--- src/rtl/plat_rst_pkg.sv ---
package plat_rst_pkg;
  localparam int CTL_W  = 8;
  localparam int NUM_SLP = 3;
  localparam int B_FULL = 3;
  localparam int B_TRIG = 2;
  localparam int B_HARD = 1;
  localparam logic [CTL_W-1:0] CTL_MASK = 8'h0E;

  typedef enum logic [2:0] {
    ST_IDLE  = 3'd0,
    ST_SOFT  = 3'd1,
    ST_HARD  = 3'd2,
    ST_SLEEP = 3'd3,
    ST_TAIL  = 3'd4
  } seq_st_e;
endpackage

--- src/rtl/plat_rst_reg.sv ---
module plat_rst_reg
  import plat_rst_pkg::*;
(
  input  logic             clk,
  input  logic             rst_n,
  input  logic             io_wr,
  input  logic [CTL_W-1:0] io_wdata,
  input  logic             busy,
  input  logic             clr_hard,
  output logic [CTL_W-1:0] ctl_q,
  output logic             wr_start,
  output logic             wr_hard,
  output logic             wr_full
);
  logic             wr_ok;
  logic [CTL_W-1:0] ctl_d;
  logic             ctl_en;

  assign wr_ok    = io_wr & ~busy;
  assign wr_start = wr_ok & io_wdata[B_TRIG] & ~ctl_q[B_TRIG];
  assign wr_hard  = io_wdata[B_HARD];
  assign wr_full  = io_wdata[B_FULL];

  always_comb begin
    ctl_en = clr_hard | wr_ok;
    ctl_d  = ctl_q;
    if (clr_hard)   ctl_d = '0;
    else if (wr_ok) ctl_d = io_wdata & CTL_MASK;
  end

  always_ff @(posedge clk or negedge rst_n) begin
    if (!rst_n)      ctl_q <= '0;
    else if (ctl_en) ctl_q <= ctl_d;
  end

  // a write during an active sequence leaves the byte untouched
  p_busy_write_ignored_r10: assert property (@(posedge clk) disable iff (!rst_n)
    busy |=> $stable(ctl_q));
endmodule

--- src/rtl/plat_rst_evt.sv ---
module plat_rst_evt (
  input  logic clk,
  input  logic rst_n,
  input  logic pwr_good,
  input  logic wdt_tmo,
  input  logic busy,
  input  logic seq_done,
  output logic fault
);
  logic pg_q;
  logic wd_arm_q;
  logic wd_arm_d;
  logic pg_fall;

  assign pg_fall = pg_q & ~pwr_good;
  assign fault   = ~busy & (pg_fall | (wdt_tmo & wd_arm_q));

  always_comb begin
    wd_arm_d = wd_arm_q;
    if (seq_done)     wd_arm_d = 1'b0;
    else if (wdt_tmo) wd_arm_d = 1'b1;
  end

  always_ff @(posedge clk or negedge rst_n) begin
    if (!rst_n) begin
      pg_q     <= 1'b0;
      wd_arm_q <= 1'b0;
    end else begin
      pg_q     <= pwr_good;
      wd_arm_q <= wd_arm_d;
    end
  end

  // the first timeout never starts a sequence on its own
  p_first_tmo_r9: assert property (@(posedge clk) disable iff (!rst_n)
    (wdt_tmo && !wd_arm_q && !(pg_q && !pwr_good)) |-> !fault);
endmodule

--- src/rtl/plat_rst_fsm.sv ---
module plat_rst_fsm
  import plat_rst_pkg::*;
#(
  parameter int SOFT_CYC = 16,
  parameter int HARD_CYC = 180000,
  parameter int FULL_CYC = 132000000,
  parameter int TAIL_CYC = 33000,
  parameter int CW       = 28
) (
  input  logic               clk,
  input  logic               rst_n,
  input  logic               go_soft,
  input  logic               go_hard,
  input  logic               go_full,
  output logic               busy,
  output logic               seq_done,
  output logic               init_n,
  output logic               plat_rst_n,
  output logic               susp_n,
  output logic [NUM_SLP-1:0] slp_n
);
  seq_st_e       st_q, st_d;
  logic [CW-1:0] cnt_q, cnt_d;
  logic          last;

  assign last     = (cnt_q == '0);
  assign busy     = (st_q != ST_IDLE);
  assign seq_done = busy & last & (st_q != ST_SLEEP);

  always_comb begin
    st_d  = st_q;
    cnt_d = cnt_q;
    case (st_q)
      ST_IDLE: begin
        if (go_full) begin
          st_d  = ST_SLEEP;
          cnt_d = CW'(FULL_CYC - 1);
        end else if (go_hard) begin
          st_d  = ST_HARD;
          cnt_d = CW'(HARD_CYC - 1);
        end else if (go_soft) begin
          st_d  = ST_SOFT;
          cnt_d = CW'(SOFT_CYC - 1);
        end
      end
      ST_SLEEP: begin
        if (last) begin
          st_d  = ST_TAIL;
          cnt_d = CW'(TAIL_CYC - 1);
        end else begin
          cnt_d = cnt_q - 1'b1;
        end
      end
      default: begin
        if (last) st_d = ST_IDLE;
        else      cnt_d = cnt_q - 1'b1;
      end
    endcase
  end

  always_ff @(posedge clk or negedge rst_n) begin
    if (!rst_n) begin
      st_q  <= ST_IDLE;
      cnt_q <= '0;
    end else begin
      st_q  <= st_d;
      cnt_q <= cnt_d;
    end
  end

  assign init_n     = (st_q != ST_SOFT);
  assign plat_rst_n = !(st_q == ST_HARD || st_q == ST_SLEEP || st_q == ST_TAIL);
  assign susp_n     = plat_rst_n;

  for (genvar g = 0; g < NUM_SLP; g++) begin : g_slp
    assign slp_n[g] = (st_q != ST_SLEEP);
  end

  // the soft pulse never overlaps platform reset or sleep
  p_soft_excl_r3: assert property (@(posedge clk) disable iff (!rst_n)
    !init_n |-> (plat_rst_n && (&slp_n)));
  // the init pulse lasts more than one cycle
  p_soft_len_r3: assert property (@(posedge clk) disable iff (!rst_n)
    $fell(init_n) |=> !init_n);
  // sleep lines low implies platform reset held
  p_sleep_rst_r7: assert property (@(posedge clk) disable iff (!rst_n)
    !slp_n[0] |-> (!plat_rst_n && busy));
  // busy stays up until the sequence completes
  p_busy_hold_r10: assert property (@(posedge clk) disable iff (!rst_n)
    (busy && !seq_done) |=> busy);
endmodule

--- src/rtl/plat_rst_seq.sv ---
module plat_rst_seq
  import plat_rst_pkg::*;
#(
  parameter int SOFT_CYC = 16,
  parameter int HARD_CYC = 180000,
  parameter int FULL_CYC = 132000000,
  parameter int TAIL_CYC = 33000
) (
  input  logic               clk,
  input  logic               rst_n,
  input  logic               io_wr,
  input  logic [CTL_W-1:0]   io_wdata,
  output logic [CTL_W-1:0]   io_rdata,
  input  logic               pwr_good,
  input  logic               wdt_tmo,
  output logic               init_n,
  output logic               plat_rst_n,
  output logic               susp_n,
  output logic [NUM_SLP-1:0] slp_n,
  output logic               busy
);
  localparam int MAX_AB = (SOFT_CYC > HARD_CYC) ? SOFT_CYC : HARD_CYC;
  localparam int MAX_CD = (FULL_CYC > TAIL_CYC) ? FULL_CYC : TAIL_CYC;
  localparam int MAX_C  = (MAX_AB > MAX_CD) ? MAX_AB : MAX_CD;
  localparam int CW     = $clog2(MAX_C) + 1;

  logic [CTL_W-1:0] ctl_q;
  logic wr_start, wr_hard, wr_full;
  logic fault, seq_done;
  logic go_soft, go_hard, go_full;

  assign go_full = fault ? ctl_q[B_FULL]  : (wr_start & wr_hard & wr_full);
  assign go_hard = fault ? ~ctl_q[B_FULL] : (wr_start & wr_hard & ~wr_full);
  assign go_soft = ~fault & wr_start & ~wr_hard;
  assign io_rdata = ctl_q;

  plat_rst_reg u_reg (
    .clk(clk), .rst_n(rst_n), .io_wr(io_wr), .io_wdata(io_wdata),
    .busy(busy), .clr_hard(go_hard | go_full), .ctl_q(ctl_q),
    .wr_start(wr_start), .wr_hard(wr_hard), .wr_full(wr_full)
  );

  plat_rst_evt u_evt (
    .clk(clk), .rst_n(rst_n), .pwr_good(pwr_good), .wdt_tmo(wdt_tmo),
    .busy(busy), .seq_done(seq_done), .fault(fault)
  );

  plat_rst_fsm #(
    .SOFT_CYC(SOFT_CYC), .HARD_CYC(HARD_CYC),
    .FULL_CYC(FULL_CYC), .TAIL_CYC(TAIL_CYC), .CW(CW)
  ) u_fsm (
    .clk(clk), .rst_n(rst_n), .go_soft(go_soft), .go_hard(go_hard),
    .go_full(go_full), .busy(busy), .seq_done(seq_done), .init_n(init_n),
    .plat_rst_n(plat_rst_n), .susp_n(susp_n), .slp_n(slp_n)
  );

  // a hard or full start leaves the byte cleared
  p_hard_clears_r6: assert property (@(posedge clk) disable iff (!rst_n)
    (!busy && (go_hard || go_full)) |=> (ctl_q == '0));
endmodule

--- config.mk ---
export PLATFORM = sky130hd
export DESIGN_NAME = plat_rst_seq
export DESIGN_NICKNAME = d
export VERILOG_FILES = /design/src/rtl/plat_rst_pkg.sv /design/src/rtl/plat_rst_reg.sv /design/src/rtl/plat_rst_evt.sv /design/src/rtl/plat_rst_fsm.sv /design/src/rtl/plat_rst_seq.sv
export SDC_FILE = /design/constraint.sdc
export NUM_CORES = 1
export LEC_CHECK = 0
export ABC_AREA = 1
export BUFFER_PORTS_ARGS = -buffer_cell sky130_fd_sc_hd__buf_2
export CORE_ASPECT_RATIO = 1.75
export CORE_MARGIN = 4
export CORE_UTILIZATION = 54
export DETAILED_ROUTE_END_ITERATION = 12
export PLACE_DENSITY = 0.75
export SYNTH_ARGS = -nofsm -noshare
export SYNTH_HDL_FRONTEND = slang
export SYNTH_SLANG_ARGS = --single-unit
--- constraint.sdc ---
create_clock -name clk -period 1.5 [get_ports clk]
set_input_delay 0.075 -clock clk [delete_from_list [all_inputs] [get_ports clk]]
set_output_delay 0.075 -clock clk [all_outputs]
set_load 0.05 [all_outputs]
==> results.py <==
metrics = {
    "status": {
        "status": "complete, but fails checks",
        "failed_checks": "negative setup slack",
    },
    "sta": {
        "finalSetupViolCount": 37,
        "max_freq_mhz": 506.7,
        "finalHoldViolations": 0,
        "worst_slack_ns": -0.4737,
        "drv_slew": 0,
        "period_share_pct": 131.6,
        "fin_crit_ns": 1.974,
        "finClkSkew_ns": 0.01094,
        "rsz0062_at_grt": "yes",
    },
    "drt": {
        "viasPerCell": 6.409,
        "wl_met1_um": 4129,
        "met3_length_um": 1254,
        "drc": 0,
        "drtIter0Drc": 638,
        "ant_nets": 0,
        "top_layer": "met4",
        "drt_first_pass_iters": 6,
        "vias": 3794,
        "met2WireLength_um": 6095,
        "wl_per_cell_um": 21.76,
        "drt-total-wl_um": 12880,
    },
    "setup_path": {
        "cp_max_fo": 4,
        "ff2ff_path_depth": 11,
        "r2r_slack_ns": -0.47,
        "reg2reg_from": "u_fsm.cnt_q[8]$_DFFE_PN0P_",
        "cp-start-kind": "flop",
        "crit_path_end_kind": "flop",
        "timing.rr.end": "u_fsm.cnt_q[27]$_DFFE_PN0P_",
        "critical_path_class": "flop to flop",
        "crit_arrival_ns": 2.21,
        "cp.required_ns": 1.74,
    },
    "synthesis": {
        "synth-edff-count": 0,
        "synth_mux_area_share_pct": 0,
        "synthTopCellsByArea": "dfrtp_1, nand2_1, nor2_1",
        "synthSimpleGateAreaFrac_pct": 42.98,
        "synth.avg_cell_area_sq_um": 6.561,
        "synth-seq-cells": 36,
        "ys.flop_type": "dfrtp_1",
        "synthXorXnorAreaFrac_pct": 1.973,
        "yosysTopAreaCell": "dfrtp_1",
        "yosys_warnings": 0,
        "syn_area_sq_um": 2664,
        "synth_top_area_share_pct": 33.82,
        "synth_cell_types": 32,
        "synth_compound_area_share_pct": 9.112,
        "synth_top_family_by_area": "simple AND/OR/NAND/NOR gates",
        "synthArstFlopShare_pct": 100.0,
        "synth_seq_area_share_pct": 33.82,
        "synth_fa_ha_area_share_pct": 0.9394,
        "syn_inst": 406,
    },
    "power_and_ir_drop": {
        "clkPwrFrac_pct": 9.7,
        "power.density_nw_per_um2": 2429,
        "pwr-share-comb_pct": 71.5,
        "finalPower_mw": 10.09,
        "intPower_mw": 4.923,
        "max-vdd-ir-drop_v": 0.002143,
        "power_switching_mw": 5.164,
        "power.share.switching_pct": 51.19,
        "p_seq_share_pct": 18.7,
        "leakage_nw": 2.123,
    },
    "placement": {
        "pre_cts_slack_ns": -0.2454,
        "place_area_sq_um": 3578,
        "hpwl_um": 6534,
        "gp_congestion": 0.9526,
        "portBuffers": 17,
    },
    "global_route": {
        "grt_pass1_wl_um": 15410,
        "grt_pass1_vias": 3424,
        "overflow": 0,
        "antenna_found_initial": 0,
        "grtUsageTotal_pct": 33.35,
        "grt_max_degree": 24,
    },
    "die": {
        "die_width_um": 61.09,
        "initial_core_util_pct": 56.10,
        "core_area_sq_um": 4748,
        "fp.dieH_um": 100.9,
        "ios": 28,
        "dieArea_sq_um": 6165,
        "placementRows": 33,
    },
    "cells_and_area": {
        "nets": 554,
        "layout_commonest_cell": "nand2_1",
        "mostFrequentLayoutCells": "nand2_1, buf_4, inv_1",
        "drive_gt1_share_pct": 44.63,
        "fin_area_sq_um": 4153,
        "post-route-util_pct": 87.46,
        "syn_to_final_growth_pct": 55.89,
        "antennaDiodeCount": 0,
    },
    "worst_hold_path": {
        "hp-class": "input port to flop",
        "min_from": "wdt_tmo",
        "whs_path_depth": 3,
        "hold_end": "u_evt.wd_arm_q$_DFFE_PN0P_",
    },
    "cts": {
        "path_clk_slew_ns": 0.08,
        "cts_tree": "done",
        "numCtsBuffers": 5,
        "root_buffer": "clkbuf_8",
        "htreeDepth": 2,
        "clock_path_buffers": 2,
        "clk_latency_ns": 0.31,
        "cts_sinks": 36,
    },
    "job": {
        "max_cap_viol_count": 0,
    },
}
==> metrics by stage <==
step / std cells / TNS, ns / hold slack (ns)
floorplan: 410 / -2.749 / -0.2206
global route: 592 / -14.32 / 0.06255
global placement: 570 / -5.125 / 0.01771
detailed placement: 570 / -5.966 / 0.01506
CTS: 585 / -3.660 / 0.06569
finish: 592 / -9.668 / 0.05938
==> critical path: stages, from the launching register on <==
cell	delay, ns
dfrtp_1	0.43
buf_4	0.16
nor2_2	0.14
nand2_1	0.11
nor2_1	0.22
buf_4	0.21
nand3_1	0.14
nor2_2	0.15
nand3_1	0.10
nand2_1	0.07
nand2_1	0.06
nor2_1	0.09
==> registers in the layout, indices dropped and copies added (netlist names) <==
register,flops
u_fsm.cnt_q,28
u_reg.ctl_q,3
u_evt.wd_arm_q,1
u_fsm.st_q,3
u_evt.pg_q,1
==> cell type report <==
type / count / area (sq um)
timing repair buffer: 134 / 1057
tap: 52 / 65.06
clock buffer: 7 / 96.34
fill: 206 / 595.6
sequential: 36 / 905.9
clock inverter: 1 / 30.03
multi-input combinational: 313 / 1804
inverter: 49 / 193.9
==> synth_stat cells, types with 2 or more instances <==
cell type,n
nor3_1,3
nand2_1,127
nand4_1,10
ha_1,2
nor2_4,6
nand2_2,4
buf_6,2
o2111ai_1,2
o21ai_0,15
nand3_1,32
a21oi_1,21
nor2_2,5
nor2_1,63
nand2_4,4
inv_1,47
dfrtp_1,36
buf_4,8
xor2_1,5
==> how the worst max path moves through the flow <==
stage                                start  slack (ns)                           to  depth (start not counted)
6_report        u_fsm.cnt_q[8]$_DFFE_PN0P_       -0.47  u_fsm.cnt_q[27]$_DFFE_PN0P_                         11
3_3_place_gp   u_fsm.cnt_q[17]$_DFFE_PN0P_       -0.23  u_fsm.cnt_q[21]$_DFFE_PN0P_                         10
2_1_floorplan    u_fsm.st_q[1]$_DFFE_PN0P_       -0.13  u_fsm.cnt_q[10]$_DFFE_PN0P_                          7
3_5_place_dp   u_fsm.cnt_q[17]$_DFFE_PN0P_       -0.25   u_fsm.cnt_q[8]$_DFFE_PN0P_                         10
5_1_grt         u_fsm.cnt_q[8]$_DFFE_PN0P_       -0.62  u_fsm.cnt_q[27]$_DFFE_PN0P_                         11
4_1_cts          u_fsm.st_q[2]$_DFFE_PN0P_       -0.14   u_fsm.cnt_q[7]$_DFFE_PN0P_                         10
==> power by group through the flow <==
stage / combinational (mW) / clock [mW] / sequential (mW)
after floorplan: 3.07 / 0 / 1.92
after detailed placement: 5.56 / 0 / 1.75
after global routing: 7.53 / 1.02 / 1.90
after CTS: 6.07 / 0.953 / 1.78
final: 7.22 / 0.981 / 1.89
after global placement: 5.44 / 0 / 1.73
==> per-layer routing <==
metal	GRT usage [%]	vias to the layer above
met5	0	-
met4	22.87	0
met3	6.026	150
met2	57.59	353
met1	34.46	1754
li1	-	1537
==> repair_timing <==
item                                   CTS  global route
endpoints found under the hold margin   14             0
gates resized for setup                 54            57
pin swaps                                8            15
setup buffers                            5             7
hold buffers                             2             0
setup endpoints to repair               35            41
==> logic make-up (layout without fill, tap and decap cells) <==
family                     count (synthesis)  count (layout)
xor gates and xnor gates                   6               6
DFF                                       36              36
AOI/OAI and AO/OA                         43              43
other                                      1               5
and+or+nand+nor                          257             257
buffers and inverters                     61             191
adders and majority gates                  2               2
No activity file was read; power rests on OpenSTA's default activity.
